File: src/rtl/wiper_nv_pkg.sv
// Shared definitions for the wiper sequencer.
// Assumes: nothing beyond standard SystemVerilog.
package wiper_nv_pkg;
    typedef enum logic [1:0] {
        SEQ_IDLE   = 2'd0,
        SEQ_RELOAD = 2'd1,
        SEQ_SAVE   = 2'd2
    } seq_state_e;

    // Number of command strobes the sequencer decodes.
    localparam int NUM_STROBES = 6;
endpackage

File: src/rtl/wnv_timer.sv
// Countdown timer for save and reload durations.
// When load is high the count takes load_val. Otherwise it falls by one
// each cycle until it reaches zero. done is high while the count is zero.
// Assumes: load_val fits in CW bits; RST_VAL is the count held during reset.
module wnv_timer #(
    parameter int CW      = 8,
    parameter int RST_VAL = 0
) (
    input  logic          clk,
    input  logic          rst_n,
    input  logic          load,
    input  logic [CW-1:0] load_val,
    output logic          done
);
    logic [CW-1:0] cnt_q;

    // Load, count down, or hold at zero.
    always_ff @(posedge clk) begin
        if (!rst_n)
            cnt_q <= CW'(RST_VAL);
        else if (load)
            cnt_q <= load_val;
        else if (cnt_q != '0)
            cnt_q <= cnt_q - 1'b1;
    end

    assign done = (cnt_q == '0);

    // Once expired, the timer stays expired until it is reloaded.
    AST_TIMER_HOLDS_ZERO: assert property (@(posedge clk) disable iff (!rst_n)
        (done && !load) |=> done);
endmodule

File: src/rtl/wnv_lockout.sv
// Save lockout window after power-on.
// The counter starts at LOCK_CYC in reset and falls to zero. locked is high
// while the counter is not zero.
// Assumes: LOCK_CYC >= 1.
module wnv_lockout #(
    parameter int LOCK_CYC = 16
) (
    input  logic clk,
    input  logic rst_n,
    output logic locked
);
    localparam int LW = $clog2(LOCK_CYC + 1);

    logic [LW-1:0] win_q;

    // Count the window down once from reset release.
    always_ff @(posedge clk) begin
        if (!rst_n)
            win_q <= LW'(LOCK_CYC);
        else if (win_q != '0)
            win_q <= win_q - 1'b1;
    end

    assign locked = (win_q != '0);

    // Once the window has closed it stays closed until the next reset.
    AST_LOCK_NEVER_REOPENS: assert property (@(posedge clk) disable iff (!rst_n)
        !locked |=> !locked);
endmodule

File: src/rtl/wnv_cell.sv
// Model of the nonvolatile cell that holds the saved wiper code.
// The register has no reset and starts from INIT_CODE, so its content
// survives the block reset in the same way as a real nonvolatile store.
// Assumes: wr_en is a single-cycle pulse at the end of a save.
module wnv_cell #(
    parameter int W         = 6,
    parameter int INIT_CODE = 0
) (
    input  logic         clk,
    input  logic         wr_en,
    input  logic [W-1:0] wr_data,
    output logic [W-1:0] rd_data
);
    logic [W-1:0] mem_q = W'(INIT_CODE);

    // Commit a new code at the end of a save.
    always_ff @(posedge clk) begin
        if (wr_en)
            mem_q <= wr_data;
    end

    assign rd_data = mem_q;
endmodule

File: src/rtl/wiper_nv_seq.sv
// Wiper register with a nonvolatile copy: sequencer top level.
// Decodes one-hot command strobes, runs the power-on midscale reload,
// timed saves and reloads, the save lockout after power-on, and the
// software write protect.
// Assumes: strobes are single-cycle, synchronous to clk and already
// decoded from the serial bus; durations are given in clock cycles.
module wiper_nv_seq
    import wiper_nv_pkg::*;
#(
    parameter int W           = 6,
    parameter int RESTORE_CYC = 15000,
    parameter int STORE_CYC   = 1300000,
    parameter int LOCK_CYC    = 27000,
    parameter int NV_INIT     = 32
) (
    input  logic         clk,
    input  logic         rst_n,
    input  logic         do_write,
    input  logic         do_read,
    input  logic         do_save,
    input  logic         do_reload,
    input  logic         do_prot_on,
    input  logic         do_prot_off,
    input  logic [W-1:0] wr_code,
    input  logic         rd_src,
    output logic [W-1:0] wiper,
    output logic [W-1:0] rd_code,
    output logic         rd_valid,
    output logic         busy,
    output logic         wp_on,
    output logic         cmd_err
);
    localparam int MAXT = (STORE_CYC > RESTORE_CYC) ? STORE_CYC : RESTORE_CYC;
    localparam int CW   = $clog2(MAXT + 1);
    localparam logic [W-1:0] MIDSCALE = W'(1) << (W - 1);

    seq_state_e   state_q;
    logic [W-1:0] wiper_q, stage_q, nv_code, rd_code_q;
    logic         wp_q, err_q, rdv_q;
    logic         tmr_done, tmr_load, locked, cell_we;
    logic [CW-1:0] tmr_val;
    logic [NUM_STROBES-1:0] strobes;
    logic         any_cmd, multi_cmd, accept;
    logic         acc_write, acc_read, acc_save, acc_reload, acc_pon, acc_poff;
    logic         save_ok, save_bad, err_d;

    assign strobes   = {do_write, do_read, do_save, do_reload, do_prot_on, do_prot_off};
    assign any_cmd   = (strobes != '0);
    assign multi_cmd = !$onehot0(strobes);
    assign busy      = (state_q != SEQ_IDLE);
    assign accept    = any_cmd && !multi_cmd && !busy;

    assign acc_write  = accept && do_write;
    assign acc_read   = accept && do_read;
    assign acc_save   = accept && do_save;
    assign acc_reload = accept && do_reload;
    assign acc_pon    = accept && do_prot_on;
    assign acc_poff   = accept && do_prot_off;

    assign save_ok  = acc_save && !wp_q && !locked;
    assign save_bad = acc_save && !save_ok;
    assign err_d    = (any_cmd && (busy || multi_cmd)) || save_bad;

    assign tmr_load = acc_reload || save_ok;
    assign tmr_val  = acc_reload ? CW'(RESTORE_CYC - 1) : CW'(STORE_CYC - 1);
    assign cell_we  = (state_q == SEQ_SAVE) && tmr_done;

    wnv_timer #(.CW(CW), .RST_VAL(RESTORE_CYC - 1)) u_timer (
        .clk      (clk),
        .rst_n    (rst_n),
        .load     (tmr_load),
        .load_val (tmr_val),
        .done     (tmr_done)
    );

    wnv_lockout #(.LOCK_CYC(LOCK_CYC)) u_lock (
        .clk    (clk),
        .rst_n  (rst_n),
        .locked (locked)
    );

    wnv_cell #(.W(W), .INIT_CODE(NV_INIT)) u_cell (
        .clk     (clk),
        .wr_en   (cell_we),
        .wr_data (stage_q),
        .rd_data (nv_code)
    );

    // Sequencer state: power-on reload, then idle, save or reload.
    always_ff @(posedge clk) begin
        if (!rst_n) begin
            state_q <= SEQ_RELOAD;
        end else begin
            case (state_q)
                SEQ_IDLE: begin
                    if (acc_reload)   state_q <= SEQ_RELOAD;
                    else if (save_ok) state_q <= SEQ_SAVE;
                end
                SEQ_RELOAD: if (tmr_done) state_q <= SEQ_IDLE;
                SEQ_SAVE:   if (tmr_done) state_q <= SEQ_IDLE;
                default:    state_q <= SEQ_IDLE;
            endcase
        end
    end

    // Wiper register: midscale in reset, direct writes, reload completion.
    always_ff @(posedge clk) begin
        if (!rst_n)
            wiper_q <= MIDSCALE;
        else if (acc_write)
            wiper_q <= wr_code;
        else if (state_q == SEQ_RELOAD && tmr_done)
            wiper_q <= nv_code;
    end

    // Capture the code to be saved when the save is accepted.
    always_ff @(posedge clk) begin
        if (!rst_n)
            stage_q <= '0;
        else if (save_ok)
            stage_q <= wiper_q;
    end

    // Volatile software write-protect flag.
    always_ff @(posedge clk) begin
        if (!rst_n)
            wp_q <= 1'b0;
        else if (acc_pon)
            wp_q <= 1'b1;
        else if (acc_poff)
            wp_q <= 1'b0;
    end

    // Read-back data and the one-cycle status pulses.
    always_ff @(posedge clk) begin
        if (!rst_n) begin
            rd_code_q <= '0;
            rdv_q     <= 1'b0;
            err_q     <= 1'b0;
        end else begin
            rdv_q <= acc_read;
            err_q <= err_d;
            if (acc_read)
                rd_code_q <= rd_src ? nv_code : wiper_q;
        end
    end

    assign wiper    = wiper_q;
    assign rd_code  = rd_code_q;
    assign rd_valid = rdv_q;
    assign wp_on    = wp_q;
    assign cmd_err  = err_q;

    AST_BUSY_REJECTS: assert property (@(posedge clk) disable iff (!rst_n)
        (busy && any_cmd) |=> cmd_err);

    AST_BUSY_NO_WRITE: assert property (@(posedge clk) disable iff (!rst_n)
        (busy && do_write && state_q == SEQ_SAVE) |=> $stable(wiper));

    AST_PROTECT_BLOCKS_SAVE: assert property (@(posedge clk) disable iff (!rst_n)
        (wp_q && do_save && !busy) |=> (state_q == SEQ_IDLE && cmd_err));

    AST_LOCKED_BLOCKS_SAVE: assert property (@(posedge clk) disable iff (!rst_n)
        (locked && do_save && !busy) |=> (state_q != SEQ_SAVE));

    AST_CELL_ONLY_AFTER_SAVE: assert property (@(posedge clk) disable iff (!rst_n)
        !$stable(nv_code) |-> $past(state_q == SEQ_SAVE));

    AST_MULTI_REJECTS: assert property (@(posedge clk) disable iff (!rst_n)
        (multi_cmd && !busy) |=> (cmd_err && !rd_valid));

    AST_READ_ANSWERS: assert property (@(posedge clk) disable iff (!rst_n)
        (do_read && !multi_cmd && !busy) |=> rd_valid);
endmodule

File: config.mk
export PLATFORM = sky130hd
export DESIGN_NAME = wiper_nv_seq
export DESIGN_NICKNAME = d
export VERILOG_FILES = /design/src/rtl/wiper_nv_pkg.sv /design/src/rtl/wnv_timer.sv /design/src/rtl/wnv_lockout.sv /design/src/rtl/wnv_cell.sv /design/src/rtl/wiper_nv_seq.sv
export SDC_FILE = /design/constraint.sdc
export NUM_CORES = 1
export LEC_CHECK = 0
export BUFFER_PORTS_ARGS = -buffer_cell sky130_fd_sc_hd__buf_4
export CAP_MARGIN = 20
export CORE_MARGIN = 4
export CORE_UTILIZATION = 59
export CTS_CLUSTER_DIAMETER = 40
export DETAILED_ROUTE_END_ITERATION = 16
export PLACE_DENSITY = 0.88
export SETUP_SLACK_MARGIN = 0.2
export SYNTH_ARGS = -nofsm -noshare
export SYNTH_HDL_FRONTEND = slang
export SYNTH_HIERARCHICAL = 1
export SYNTH_SLANG_ARGS = --single-unit
File: constraint.sdc
create_clock -name clk -period 4.15 [get_ports clk]
set_input_delay 0.415 -clock clk [delete_from_list [all_inputs] [get_ports clk]]
set_output_delay 0.415 -clock clk [all_outputs]
set_load 0.01 [all_outputs]
==> flow_summary.toml <==
[global_routing]
grt_max_degree = 51
grt_pass1_wl_mm = 13.3
grt_pass1_vias = 2845
grt_usage = 0.232
antenna_found_initial = 0
overflow = 0

[power_and_ir_drop]
power_density_mw_per_mm2 = 323
p_leak_uw = 0.00142
vdd_drop_max_uv = 290

[setup_path]
arrival_ps = 3530
critical_path_required_ps = 4410
crit_path_max_fanout = 21
path_class = "input port to register"
cpMaxStageDelayCell = "fa_1"
path_cells = "buf_4 > inv_1 > fa_1 > fa_1 > inv_1 > ha_1 > inv_1 > fa_1 > nand3_1 > buf_4 > a21oi_1 > buf_4 > and2_1 > nand2_1 > o21ai_0"
setup.worst_path.end_class = "register"
cpPeakStageDelay_ps = 560
start_kind = "input port"

[placement]
dp_slack_ps = 593
place_inst = 478
gp_congestion = 0.855
dp.final_hpwl_mm = 5.56
io_buffers = 30

[layout]
synthToLayoutAreaGrowth_pct = 14.0
regArea_sq_mm = 0.00136
multi_input_area_sq_mm = 0.00192
finish.net_count = 443
drive_gt1_frac = 0.171
n_antenna_cell = 0
most-common-layout-cells = "dfxtp_1, nand2_1, buf_4"
mostFrequentLayoutCell = "dfxtp_1"
n_fill_cell = 409
final_cells = 494

[drt]
dr_total_vias = 2946
viasPerCell = 5.96
wl_mm = 7.99
avgRoutedWirePerCell_um = 16.2
dr.pass1.iters = 4
drtAntennaViolNets = 0
drc_errors = 0
drt_iter0_drc = 196

[cts]
insertion_delay_ps = 360
cts_resized = 0
cts_made_buffers = 9
h-tree-depth = 3
ctsRootBufferMaster = "clkbuf_8"
cts_max_path_buffers = 2
cts_tree = "built"
cts.clk_slew.worst_paths_ps = 80
postCtsSetupRepairBufs = 0
hold_buffers = 0
cts.sinks = 65

[sta]
setup_tns_ps = 0
tightestPinTransition_ps = 762
fin_crit_sh = 0.787
setup_viol = 0
max_slew_margin = 0.491
final_max_slew_viol_count = 0
grt_setup_unrepaired = "false"
fmax_ghz = 0.306
min_period_ps = 3270
finalHoldViolations = 0
fin_skew_ps = 14.5
fin_ws_ps = 884

[job]
cap_viol_max_count = 0

[yosys]
syn_area_per_cell_sq_um = 8.93
ys.flop_type = "dfxtp_1"
ys_ff_latch = 65
syn_inst = 383
ys_seq_area_frac = 0.398
yosys_warnings = 6
synth_edf_count = 6
synth_cell_types = 60
async_flop_share = 0
netlist_area_sq_mm = 0.00342

[floorplan]
io_pins = 31
die_w_um = 84.1
die_height_um = 84.1
die_area_sq_mm = 0.00708
row_count = 27
start_util = 0.613
core-area_sq_mm = 0.00557

[outcome]
status = "completed"

[worst_hold_path]
hp-class = "input port to register"
[final timing paths]
| path | from | to | slack, ps | cells past startpoint |
|---|---|---|---|---|
| worst max register to register | u_lock/win_q[0] | u_timer/cnt_q[14] | 950 | 11 |
| worst min-delay path | wr_code[4] | wiper[4] | 320 | 3 |
| worst min register to register | stage_q[3] | u_cell/rd_data[3] | 430 | 0 |
| worst max-delay path | do_write | u_timer/cnt_q[14] | 880 | 15 |
[cell usage after synthesis, drive strengths merged, types with 2 or more instances]
master,count,area share
nor2,14,0.015
xnor2,14,0.036
a211oi,5,0.014
nand3,12,0.018
dfxtp,59,0.35
and2,2,0.0037
nor3b,2,0.0044
inv,19,0.021
nand3b,3,0.0066
a21boi,7,0.015
clkbuf,13,0.015
nor3,14,0.022
a21oi,17,0.025
mux2,7,0.023
mux2i,12,0.035
fa,3,0.018
nand4,5,0.0092
o21ai,30,0.044
nand2b,2,0.0037
or3,6,0.011
o211ai,3,0.0066
nand2,50,0.056
o31ai,7,0.015
nor4b,4,0.012
o311ai,7,0.020
buf,7,0.014
and3,6,0.011
xor2,2,0.0051
edfxtp,6,0.053
o21a,2,0.0044
ha,8,0.029
or4,7,0.016
a311oi,3,0.0077
conb,2,0.0022
or2,2,0.0037
nor4,10,0.033
or3b,3,0.0077
[per-stage QoR]
stage	hold WS, ps	instance area, sq um	power [uW]	util
2_1_floorplan	402	3450	719	-
3_3_place_gp	404	3700	742	0.664
3_5_place_dp	408	3700	747	0.664
4_1_cts	313	3900	1260	0.699
5_1_grt	324	3900	1300	0.699
6_report	322	3900	1260	0.699
[logic make-up after synthesis]
| logic type | after synthesis | synth area share |
|---|---|---|
| buffers and inverters | 40 | 0.0509 |
| DFF | 65 | 0.398 |
| AOI/OAI and AO/OA | 86 | 0.165 |
| xor gates and xnor gates | 16 | 0.0410 |
| and+or+nand+nor | 144 | 0.238 |
| muxes | 19 | 0.0582 |
| other | 2 | 0.00220 |
| adders and majority gates | 11 | 0.0469 |
[power by group]
group          internal [uW]  leakage (uW)  switching, uW  total [uW]
registers                640      0.000519           10.4         651
logic                   36.8      0.000799           47.0        83.8
clock network            259      0.000102            265         523
[registers in the layout, summed over array words and instances (netlist names)]
signal	cells
u_timer/cnt_q	21
u_lock/win_q	15
wiper	6
wp_on	1
u_cell/rd_data	6
rd_code	6
state_q	2
cmd_err	1
rd_valid	1
stage_q	6
[layout make-up]
class	instances	share of cell area
Clock buffer	10	0.0382
Inverter	20	0.0193
Timing Repair Buffer	34	0.0655
Sequential cell	65	0.349
Clock inverter	6	0.0125
Tap cell	72	0.0231
Multi-Input combinational cell	287	0.492
[metal layers]
metal	track usage	up-vias	routed length (um)
met5	0	-	0
met4	0.118	0	207
met3	0.0563	17	522
met2	0.372	101	3850
met1	0.289	1386	3410
li1	-	1442	-
[critical path, delay by kind of cell]
kind / cells / cell delay [ps]
buf+inv: 6 / 720
compound gates: 2 / 250
fa+ha+maj: 4 / 1620
simple gates: 3 / 510
(Power assumes the default switching activity.)
